`config.mk`:
```
export PLATFORM = sky130hd
export DESIGN_NAME = pfw_sequencer
export DESIGN_NICKNAME = d
export VERILOG_FILES = /design/src/rtl/pfw_pkg.sv /design/src/rtl/pfw_sync.sv /design/src/rtl/pfw_power.sv /design/src/rtl/pfw_seq.sv /design/src/rtl/pfw_gate.sv /design/src/rtl/pfw_irq.sv /design/src/rtl/pfw_sequencer.sv
export SDC_FILE = /design/constraint.sdc
export NUM_CORES = 1
export LEC_CHECK = 0
export ABC_AREA = 1
export ABC_CLOCK_PERIOD_IN_PS = 1840
export BUFFER_PORTS_ARGS = -buffer_cell sky130_fd_sc_hd__buf_2
export CAP_MARGIN = 10
export CORE_AREA = 10 10 54 56
export DETAILED_ROUTE_END_ITERATION = 8
export DIE_AREA = 0 0 64 66
export GPL_TIMING_DRIVEN = 0
export PLACE_DENSITY_LB_ADDON = 0.2
export SLEW_MARGIN = 20
export SYNTH_ARGS = -nofsm -noshare
export SYNTH_HDL_FRONTEND = slang
export SYNTH_SLANG_ARGS = --single-unit
```
`constraint.sdc`:
```
create_clock -name clk -period 1.84 [get_ports clk]
set_input_delay 0.46 -clock clk [delete_from_list [all_inputs] [get_ports clk]]
set_output_delay 0.46 -clock clk [all_outputs]
set_load 0.02 [all_outputs]
```
`src/rtl/pfw_pkg.sv`:
```
package pfw_pkg;

  typedef enum logic [1:0] {
    ST_RUN   = 2'd0,
    ST_DRAIN = 2'd1,
    ST_LOCK  = 2'd2,
    ST_HOLD  = 2'd3
  } pfw_state_t;

  function automatic int cnt_width(input int a, input int b);
    int m;
    m = (a > b) ? a : b;
    return $clog2(m + 1);
  endfunction

endpackage

```
`src/rtl/pfw_sync.sv`:
```
module pfw_sync #(
  parameter int   STAGES  = 2,
  parameter logic RST_VAL = 1'b1
) (
  input  logic clk,
  input  logic rst,
  input  logic d,
  output logic q
);

  generate
    if (STAGES == 0) begin : g_bypass
      assign q = d;
    end else begin : g_chain
      logic [STAGES-1:0] chain;
      always_ff @(posedge clk) begin
        if (rst) begin
          chain <= {STAGES{RST_VAL}};
        end else begin
          chain[0] <= d;
          for (int i = 1; i < STAGES; i++) chain[i] <= chain[i-1];
        end
      end
      assign q = chain[STAGES-1];
    end
  endgenerate

endmodule

```
`src/rtl/pfw_power.sv`:
```
module pfw_power #(
  parameter int SYNC_STAGES = 2
) (
  input  logic clk,
  input  logic rst,
  input  logic supply_low,
  input  logic supply_dead,
  output logic trip_sync,
  output logic bat_sel
);

  logic dead_sync;
  logic armed_q;

  pfw_sync #(.STAGES(SYNC_STAGES), .RST_VAL(1'b1)) u_sync_low (
    .clk(clk), .rst(rst), .d(supply_low), .q(trip_sync)
  );

  pfw_sync #(.STAGES(SYNC_STAGES), .RST_VAL(1'b1)) u_sync_dead (
    .clk(clk), .rst(rst), .d(supply_dead), .q(dead_sync)
  );

  // Backup path opens only once the supply has been seen good
  always_ff @(posedge clk) begin
    if (rst) begin
      armed_q <= 1'b0;
      bat_sel <= 1'b0;
    end else begin
      armed_q <= armed_q | ~dead_sync;
      bat_sel <= armed_q & dead_sync;
    end
  end

  AST_BAT_NEEDS_DEAD: assert property (@(posedge clk) disable iff (rst)
    bat_sel |-> $past(dead_sync));

  AST_BAT_NEEDS_ARM: assert property (@(posedge clk) disable iff (rst)
    $rose(bat_sel) |-> $past(armed_q));

endmodule

```
`src/rtl/pfw_seq.sv`:
```
module pfw_seq
  import pfw_pkg::*;
#(
  parameter int TWPT  = 16,
  parameter int TCER  = 64,
  parameter int CNT_W = 7
) (
  input  logic clk,
  input  logic rst,
  input  logic trip,
  input  logic access,
  output logic prot_now,
  output logic prot_nxt,
  output logic trip_evt
);

  localparam logic [CNT_W-1:0] TWPT_C = CNT_W'(TWPT);
  localparam logic [CNT_W-1:0] TCER_C = CNT_W'(TCER);
  localparam logic [CNT_W-1:0] ONE_C  = CNT_W'(1);

  pfw_state_t        state_q, state_d;
  logic [CNT_W-1:0]  cnt_q, cnt_d;

  always_comb begin
    state_d  = state_q;
    cnt_d    = cnt_q;
    trip_evt = 1'b0;
    case (state_q)
      ST_RUN: begin
        if (trip) begin
          trip_evt = 1'b1;
          if (access) begin
            state_d = ST_DRAIN;
            cnt_d   = ONE_C;
          end else begin
            state_d = ST_LOCK;
          end
        end
      end
      ST_DRAIN: begin
        if (!trip) begin
          state_d = ST_RUN;
        end else if (!access || cnt_q == TWPT_C) begin
          state_d = ST_LOCK;
        end else begin
          cnt_d = cnt_q + ONE_C;
        end
      end
      ST_LOCK: begin
        if (!trip) begin
          state_d = ST_HOLD;
          cnt_d   = ONE_C;
        end
      end
      ST_HOLD: begin
        if (trip) begin
          state_d = ST_LOCK;
        end else if (cnt_q == TCER_C) begin
          state_d = ST_RUN;
        end else begin
          cnt_d = cnt_q + ONE_C;
        end
      end
      default: state_d = ST_LOCK;
    endcase
  end

  always_ff @(posedge clk) begin
    if (rst) begin
      state_q <= ST_LOCK;
      cnt_q   <= '0;
    end else begin
      state_q <= state_d;
      cnt_q   <= cnt_d;
    end
  end

  assign prot_now = (state_q == ST_LOCK) || (state_q == ST_HOLD);
  assign prot_nxt = (state_d == ST_LOCK) || (state_d == ST_HOLD);

  AST_DRAIN_NEEDS_ACCESS: assert property (@(posedge clk) disable iff (rst)
    (state_q == ST_DRAIN) |-> $past(access));

  AST_DRAIN_BOUND: assert property (@(posedge clk) disable iff (rst)
    (state_q == ST_DRAIN) |-> (cnt_q <= TWPT_C));

  AST_HOLD_FROM_LOCK: assert property (@(posedge clk) disable iff (rst)
    ((state_q == ST_HOLD) && !$past(state_q == ST_HOLD)) |-> $past(state_q == ST_LOCK));

  AST_RUN_NEEDS_CLEAR: assert property (@(posedge clk) disable iff (rst)
    ((state_q == ST_RUN) && $past(state_q == ST_HOLD)) |-> !$past(trip));

endmodule

```
`src/rtl/pfw_gate.sv`:
```
module pfw_gate (
  input  logic clk,
  input  logic rst,
  input  logic ce_n,
  input  logic prot_nxt,
  output logic mem_ce_n,
  output logic oe_holdoff
);

  always_ff @(posedge clk) begin
    if (rst) begin
      mem_ce_n   <= 1'b1;
      oe_holdoff <= 1'b1;
    end else begin
      mem_ce_n   <= ce_n | prot_nxt;
      oe_holdoff <= prot_nxt;
    end
  end

  AST_CE_FOLLOWS: assert property (@(posedge clk) disable iff (rst)
    !oe_holdoff |-> (mem_ce_n == $past(ce_n)));

endmodule

```
`src/rtl/pfw_irq.sv`:
```
module pfw_irq (
  input  logic clk,
  input  logic rst,
  input  logic trip_evt,
  input  logic prot_now,
  input  logic flag_rd,
  input  logic ie_wr,
  input  logic ie_din,
  output logic pf_flag,
  output logic pf_irq
);

  logic ie_q;
  logic flag_d, ie_d;

  always_comb begin
    ie_d   = (ie_wr && !prot_now) ? ie_din : ie_q;
    flag_d = trip_evt | (pf_flag & ~(flag_rd & ~prot_now));
  end

  always_ff @(posedge clk) begin
    if (rst) begin
      ie_q    <= 1'b0;
      pf_flag <= 1'b0;
      pf_irq  <= 1'b0;
    end else begin
      ie_q    <= ie_d;
      pf_flag <= flag_d;
      pf_irq  <= flag_d & ie_d;
    end
  end

  AST_FLAG_RISE: assert property (@(posedge clk) disable iff (rst)
    $rose(pf_flag) |-> $past(trip_evt));

  AST_FLAG_FALL: assert property (@(posedge clk) disable iff (rst)
    $fell(pf_flag) |-> ($past(flag_rd) && !$past(prot_now)));

endmodule

```
`src/rtl/pfw_sequencer.sv`:
```
module pfw_sequencer
  import pfw_pkg::*;
#(
  parameter int TWPT        = 16,
  parameter int TCER        = 64,
  parameter int SYNC_STAGES = 2
) (
  input  logic clk,
  input  logic rst,
  input  logic supply_low,
  input  logic supply_dead,
  input  logic ce_n,
  input  logic we_n,
  input  logic oe_n,
  input  logic flag_rd,
  input  logic ie_wr,
  input  logic ie_din,
  output logic mem_ce_n,
  output logic oe_holdoff,
  output logic bat_sel,
  output logic pf_flag,
  output logic pf_irq
);

  localparam int CNT_W = cnt_width(TWPT, TCER);

  logic trip_sync;
  logic access;
  logic prot_now, prot_nxt, trip_evt;

  assign access = ~ce_n & (~we_n | ~oe_n);

  pfw_power #(.SYNC_STAGES(SYNC_STAGES)) u_power (
    .clk(clk), .rst(rst),
    .supply_low(supply_low), .supply_dead(supply_dead),
    .trip_sync(trip_sync), .bat_sel(bat_sel)
  );

  pfw_seq #(.TWPT(TWPT), .TCER(TCER), .CNT_W(CNT_W)) u_seq (
    .clk(clk), .rst(rst),
    .trip(trip_sync), .access(access),
    .prot_now(prot_now), .prot_nxt(prot_nxt), .trip_evt(trip_evt)
  );

  pfw_gate u_gate (
    .clk(clk), .rst(rst),
    .ce_n(ce_n), .prot_nxt(prot_nxt),
    .mem_ce_n(mem_ce_n), .oe_holdoff(oe_holdoff)
  );

  pfw_irq u_irq (
    .clk(clk), .rst(rst),
    .trip_evt(trip_evt), .prot_now(prot_now),
    .flag_rd(flag_rd), .ie_wr(ie_wr), .ie_din(ie_din),
    .pf_flag(pf_flag), .pf_irq(pf_irq)
  );

  AST_LOCK_IGNORES_BUS: assert property (@(posedge clk) disable iff (rst)
    ($past(oe_holdoff) && oe_holdoff) |-> mem_ce_n);

endmodule

```
==> metrics.csv, run 1 <==
stage,metric,value,unit
status,status,"complete, no violations",
timing,maxSlewViolCount,0,
synthesis,netlist_instances,126,
place,hpwlAfterDp,1.45,mm
floorplanning,ios,15,
cts,clk_pin_slew_worst_paths,110,ps
finish,fin_cells,170,
critical_path,required,2010,ps
finish,drive_gt1_share,23.1,%
critical_path,start_kind,flop,
timing,max_freq,689,MHz
finish,area_growth,14.4,%
floorplanning,dieWidth,64,um
global_routing,use_met3,3.90,%
timing,min_period,1450,ps
global_routing,gr-total-overflow,0,
flow_run,drv_cap,0,
timing,rsz0062_at_grt,no,
floorplanning,start_util,49.3,%
critical_path,crit_type,reg -> reg,
critical_path,cp_data_arrival_time,1620,ps
global_routing,grt_most_used_layer,met2,
cts,root_buffer,clkbuf_4,
power_and_ir_drop,seqPwrFrac,60.4,%
power_and_ir_drop,irDropWorstVdd,0.650,mV
power_and_ir_drop,p_clk_share,33.0,%
place,place_inst,166,
critical_path,cp_max_fo,8,
synthesis,yosys_warnings,0,
cts,postCtsSetupRepairBufs,0,
global_routing,antenna_found_initial,0,
synthesis,synthesis.area,938,sq um
critical_path,critPathCaptureType,flop,
synthesis,synth_area_per_cell,7.45,sq um
finish,final_common_cell,nand2_1,
synthesis,ys_seq_area_share,42.7,%
drt,initialDrtViolationCount,24,
drt,routed_wl,1.88,mm
power_and_ir_drop,p_int,582,uW
global_routing,grt_pass1_wl,3.29,mm
timing,finalCritPeriodShare,78.8,%
critical_path,max_stage_delay,420,ps
power_and_ir_drop,p_comb_share,6.5,%
power_and_ir_drop,switchingPower,158,uW
timing,setup_viol,0,
cts,insertion_delay,290,ps
place,place_congestion,0.872,
timing,tightest_slew,512,ps
cts,cts_max_level,1,
finish,antenna_cells,0,
timing,slew-limit-headroom,65.9,%
floorplanning,core_area,1900,sq um
place,port_buffers,13,
finish,fin_nets,156,
drt,drc,0,
drt,avgViaCountPerCell,4.92,
cts,cts_tree,yes,
drt,wl_per_cell,11.0,um
power_and_ir_drop,cellPowerDensity,689,nW/um^2
critical_path,cp_num_buf_inv,1,
synthesis,synth-seq-cells,20,
timing,tns,0,ps
critical_path,path_cells,"inv_1, ha_1, nand2_1, nor2_1, nand2_1, nand3_2, nand2_4, nand2_4, nand2_1, a21oi_2",
cts,clockBufferDepth,2,
power_and_ir_drop,leakage,0.431,nW
drt,via_count,836,
global_routing,grt_max_degree,12,
cts,hold_buffers,0,
synthesis,synth_edf_count,0,
min_path,hold_class,in -> reg,
power_and_ir_drop,switching_share,21.4,%
critical_path,crit_family,simple AND/OR/NAND/NOR gates,
global_routing,grtUsageTotal,9.38,%
critical_path,cp_slowest_cell,dfxtp_1,
cts,cts_buffers,3,
synthesis,async_flop_share,0,%
synthesis,syn_nets,138,
global_routing,grt_use_met1,11.5,%
critical_path,cp_common_cell,nand2_1,
floorplanning,die_h,66,um
synthesis,ys_types,24,
cts,cts_resized,0,
timing,skew,4.42,ps
floorplanning,num_rows,16,
global_routing,grt_util_met2,14.8,%
global_routing,grt_pass1_vias,778,
floorplanning,die_area,4220,sq um
drt,first_pass_iters,4,
timing,finalHoldViolCount,0,
finish,layout_common_cells,"nand2_1 (33), dfxtp_1 (20), buf_2 (13)",
drt,ant_nets,0,
cts,cts.sink_count,20,
synthesis,ys.flop_type,dfxtp_1,
==> state kept, by name (all words and copies together), names as in the netlist <==
register / flops
u_gate.mem_ce_n: 1
u_gate.oe_holdoff: 1
u_irq.ie_q: 1
u_irq.pf_flag: 1
u_irq.pf_irq: 1
u_power.armed_q: 1
u_power.bat_sel: 1
u_power.u_sync_dead.g_chain.chain: 2
u_power.u_sync_low.g_chain.chain: 2
u_seq.cnt_q: 7
u_seq.state_q: 2
==> final cells by class <==
cell class | count | area [sq um]
repair buffers | 13 | 65.1
clock buffers | 4 | 36.3
multi-input cells | 90 | 474
well taps | 27 | 33.8
plain buffers | 3 | 15.0
flip-flops and latches | 20 | 400
inverters | 13 | 48.8
fillers | 188 | 828
==> power groups by stage <==
stage          sequential [mW]  clock (mW)  combinational, mW
2_1_floorplan            0.456           0             0.0322
3_3_place_gp             0.457           0             0.0472
3_5_place_dp             0.457           0             0.0487
4_1_cts                  0.447       0.251             0.0490
5_1_grt                  0.448       0.265             0.0558
6_report                 0.447       0.244             0.0484
==> cell families after synthesis <==
family / count (synthesis) / synth area share [%]
AOI/OAI and AO/OA: 16 / 11.3
xor gates and xnor gates: 1 / 0.934
adders and majority gates: 2 / 2.67
buffers and inverters: 16 / 6.80
DFF: 20 / 42.7
muxes: 1 / 1.07
and+or+nand+nor: 70 / 34.5
==> routing by layer <==
metal / routed length, um / vias to the layer above
met2: 827 / 12
met3: 65 / 2
li1: - / 437
met5: 0 / -
met4: 9 / 0
met1: 973 / 385
==> final timing paths <==
path	start	to	slack (ps)	cells past startpoint
min	supply_dead	u_power.u_sync_dead.g_chain.chain[0]$_SDFF_PP1_	340	2
min reg2reg	u_power.u_sync_dead.g_chain.chain[0]$_SDFF_PP1_	u_power.u_sync_dead.g_chain.chain[1]$_SDFF_PP1_	420	1
max	u_seq.cnt_q[0]$_SDFFE_PP0P_	u_seq.cnt_q[5]$_SDFFE_PP0P_	390	10
max reg2reg	u_seq.cnt_q[0]$_SDFFE_PP0P_	u_seq.cnt_q[5]$_SDFFE_PP0P_	390	10
==> metrics by stage <==
step / total power, mW / setup slack (ps) / cell area [sq um] / hold slack (ps) / util [%]
6_report: 0.740 / 389 / 1070 / 338 / 56.4
5_1_grt: 0.769 / 241 / 1070 / 335 / 56.4
4_1_cts: 0.747 / 398 / 1070 / 333 / 56.4
3_5_place_dp: 0.506 / 280 / 1040 / 397 / 54.5
3_3_place_gp: 0.504 / 297 / 1040 / 396 / 54.5
2_1_floorplan: 0.489 / 530 / 938 / 389 / -
==> Yosys cell counts (all sizes together), types with 2 or more instances <==
library cell | number | share of area (%)
nand2 | 36 | 16
dfxtp | 20 | 43
inv | 13 | 5.2
nand3 | 13 | 7.5
nor2 | 12 | 4.8
a21oi | 10 | 6.9
or2 | 5 | 3.3
clkbuf | 2 | 0.80
ha | 2 | 2.7
nor3 | 2 | 1.1
o21ai | 2 | 1.1
o21bai | 2 | 1.6
No activity file was read; power rests on OpenSTA's default activity.
==> run 2: changes to the inputs <==
ABC_CLOCK_PERIOD_IN_PS = 1300   (was 1840)
CORE_AREA = 10 10 56 58   (was 10 10 54 56)
DIE_AREA = 0 0 66 68   (was 0 0 64 66)
clock period = 1.3 ns   (was 1.84 ns; I/O delays follow)
==> run 2 against run 1 <==
  * The run now ends with setup timing left
  * Clock skew rose by 5.0 ps
  * Critical path depth fell by 4
  * Die area rose by 6.3%
  * Total power rose by 48%
  * Routed wire length rose by 12%
  * Non-clock buffer count rose by 4
  * Global-route usage rose by 0.79 points
  * Clock power rose by 51%
==> metrics.csv, run 2 (same netlist as run 1, synthesis figures left out) <==
stage,metric,value,unit
place,place_congestion,0.776,
critical_path,cp_max_fo,5,
global_routing,grt_max_degree,12,
critical_path,crit_type,reg -> reg,
floorplanning,die_area,4490,sq um
drt,wl_per_cell,12.1,um
timing,maxSlewViolCount,0,
drt,routed_wl,2.11,mm
status,status,"complete, but fails checks",
finish,antenna_cells,0,
cts,insertion_delay,310,ps
cts,clk_pin_slew_worst_paths,120,ps
global_routing,grt_pass1_vias,848,
critical_path,worstSetupStartpoint,u_seq.cnt_q[0]$_SDFFE_PP0P_,
timing,skew,9.45,ps
timing,setup_viol,7,
timing,tightest_slew,567,ps
power_and_ir_drop,p_comb_share,8.6,%
place,hpwlAfterDp,1.48,mm
finish,area_growth,26.4,%
power_and_ir_drop,cellPowerDensity,925,nW/um^2
power_and_ir_drop,leakage,0.459,nW
drt,avgViaCountPerCell,4.98,
floorplanning,start_util,44.6,%
floorplanning,ios,15,
power_and_ir_drop,p_int,836,uW
drt,initialDrtViolationCount,37,
place,port_buffers,13,
floorplanning,die_h,68,um
critical_path,cp_data_arrival_time,1620,ps
drt,first_pass_iters,4,
drt,drc,0,
global_routing,grt_pass1_wl,3.66,mm
min_path,hold_class,in -> reg,
power_and_ir_drop,switching_share,23.7,%
place,dpl_cell_area,1040,sq um
timing,min_period,1370,ps
global_routing,antenna_found_initial,0,
timing,finalHoldViolCount,0,
finish,top_register,u_seq.cnt_q,
cts,cts_buffers,3,
cts,hold_buffers,0,
floorplanning,num_rows,17,
drt,ant_nets,0,
finish,layout_common_cells,"nand2_1 (26), dfxtp_1 (17), buf_2 (13)",
critical_path,required,1550,ps
timing,rsz0062_at_grt,yes,
finish,fin_area,1190,sq um
critical_path,critPathCaptureType,flop,
flow_run,drv_cap,0,
cts,cts.sink_count,20,
power_and_ir_drop,seqPwrFrac,57.8,%
power_and_ir_drop,irDropWorstVdd,0.675,mV
cts,root_buffer,clkbuf_4,
min_path,hold_path.startpoint,supply_dead,
finish,final_common_cell,nand2_1,
status,violations,setup timing,
cts,clockBufferDepth,2,
finish,drive_gt1_share,37.4,%
critical_path,start_kind,flop,
timing,max_freq,730,MHz
timing,finalCritPeriodShare,105,%
cts,cts_tree,yes,
global_routing,grtUsageTotal,10.2,%
place,dp_slack,-169,ps
power_and_ir_drop,total_power,1.10,mW
finish,fin_nets,160,
cts,cts_max_level,1,
global_routing,gr-total-overflow,0,
critical_path,reg2reg_from,u_seq.cnt_q[0]$_SDFFE_PP0P_,
floorplanning,dieWidth,66,um
drt,via_count,872,
floorplanning,core_area,2110,sq um
timing,slew-limit-headroom,62.2,%
finish,largest_reg_flops,7,
power_and_ir_drop,switchingPower,260,uW
power_and_ir_drop,p_clk_share,33.5,%
timing,layout_setup_ws,-70.4,ps
## run 2: power groups by stage
| stage | sequential (mW) | combinational, mW | clock, mW |
|---|---|---|---|
| after floorplan | 0.646 | 0.0455 | 0 |
| after global placement | 0.646 | 0.0679 | 0 |
| after detailed placement | 0.647 | 0.0711 | 0 |
| after CTS | 0.633 | 0.0858 | 0.373 |
| after global routing | 0.636 | 0.107 | 0.398 |
| final | 0.634 | 0.0947 | 0.368 |
## run 2: metrics by stage
stage          util (%)  cells  TNS (ps)  hold WS, ps
2_1_floorplan         -    126         0          389
3_3_place_gp       49.3    167     -1080          397
3_5_place_dp       49.3    167     -1630          410
4_1_cts            53.7    173      -616          194
5_1_grt            56.3    175     -1450          194
6_report           56.3    175      -330          199
## run 2: per-layer routing
metal | vias to the layer above | share of wire, % | global-route usage [%]
li1 | 447 | - | -
met1 | 403 | 42 | 11.2
met2 | 16 | 51 | 18.1
met3 | 6 | 5.1 | 3.26
met4 | 0 | 1.5 | 3.40
met5 | - | 0 | 0
## run 2: path summary, 6_finish.rpt
path / end / slack (ps) / cells after the start
max: u_seq.cnt_q[2]$_SDFFE_PP0P_ / -70 / 6
min: u_power.u_sync_dead.g_chain.chain[0]$_SDFF_PP1_ / 200 / 2
max reg2reg: u_seq.cnt_q[2]$_SDFFE_PP0P_ / -70 / 6
min reg2reg: u_power.u_sync_low.g_chain.chain[1]$_SDFF_PP1_ / 430 / 1
## run 2: area by class of cell
class	instances	area (sq um)
fillers	194	920
multi-input cells	90	547
flip-flops and latches	20	407
repair buffers	17	95.1
inverters	13	51.3
clock buffers	4	36.3
well taps	28	35.0
plain buffers	3	15.0
## run 2: timing repair
item | CTS | global route
pin swaps | 9 | 6
resized for setup | 14 | 11
buffers inserted | 2 | 2
setup endpoints to repair | 11 | 11
## run 2: worst max-delay path, cell delays in order, from the launching register on
cell     delay (ps)
dfxtp_4         400
ha_1            200
inv_1            90
or2_2           270
a21oi_1         120
nand3_1         110
a21oi_2         140
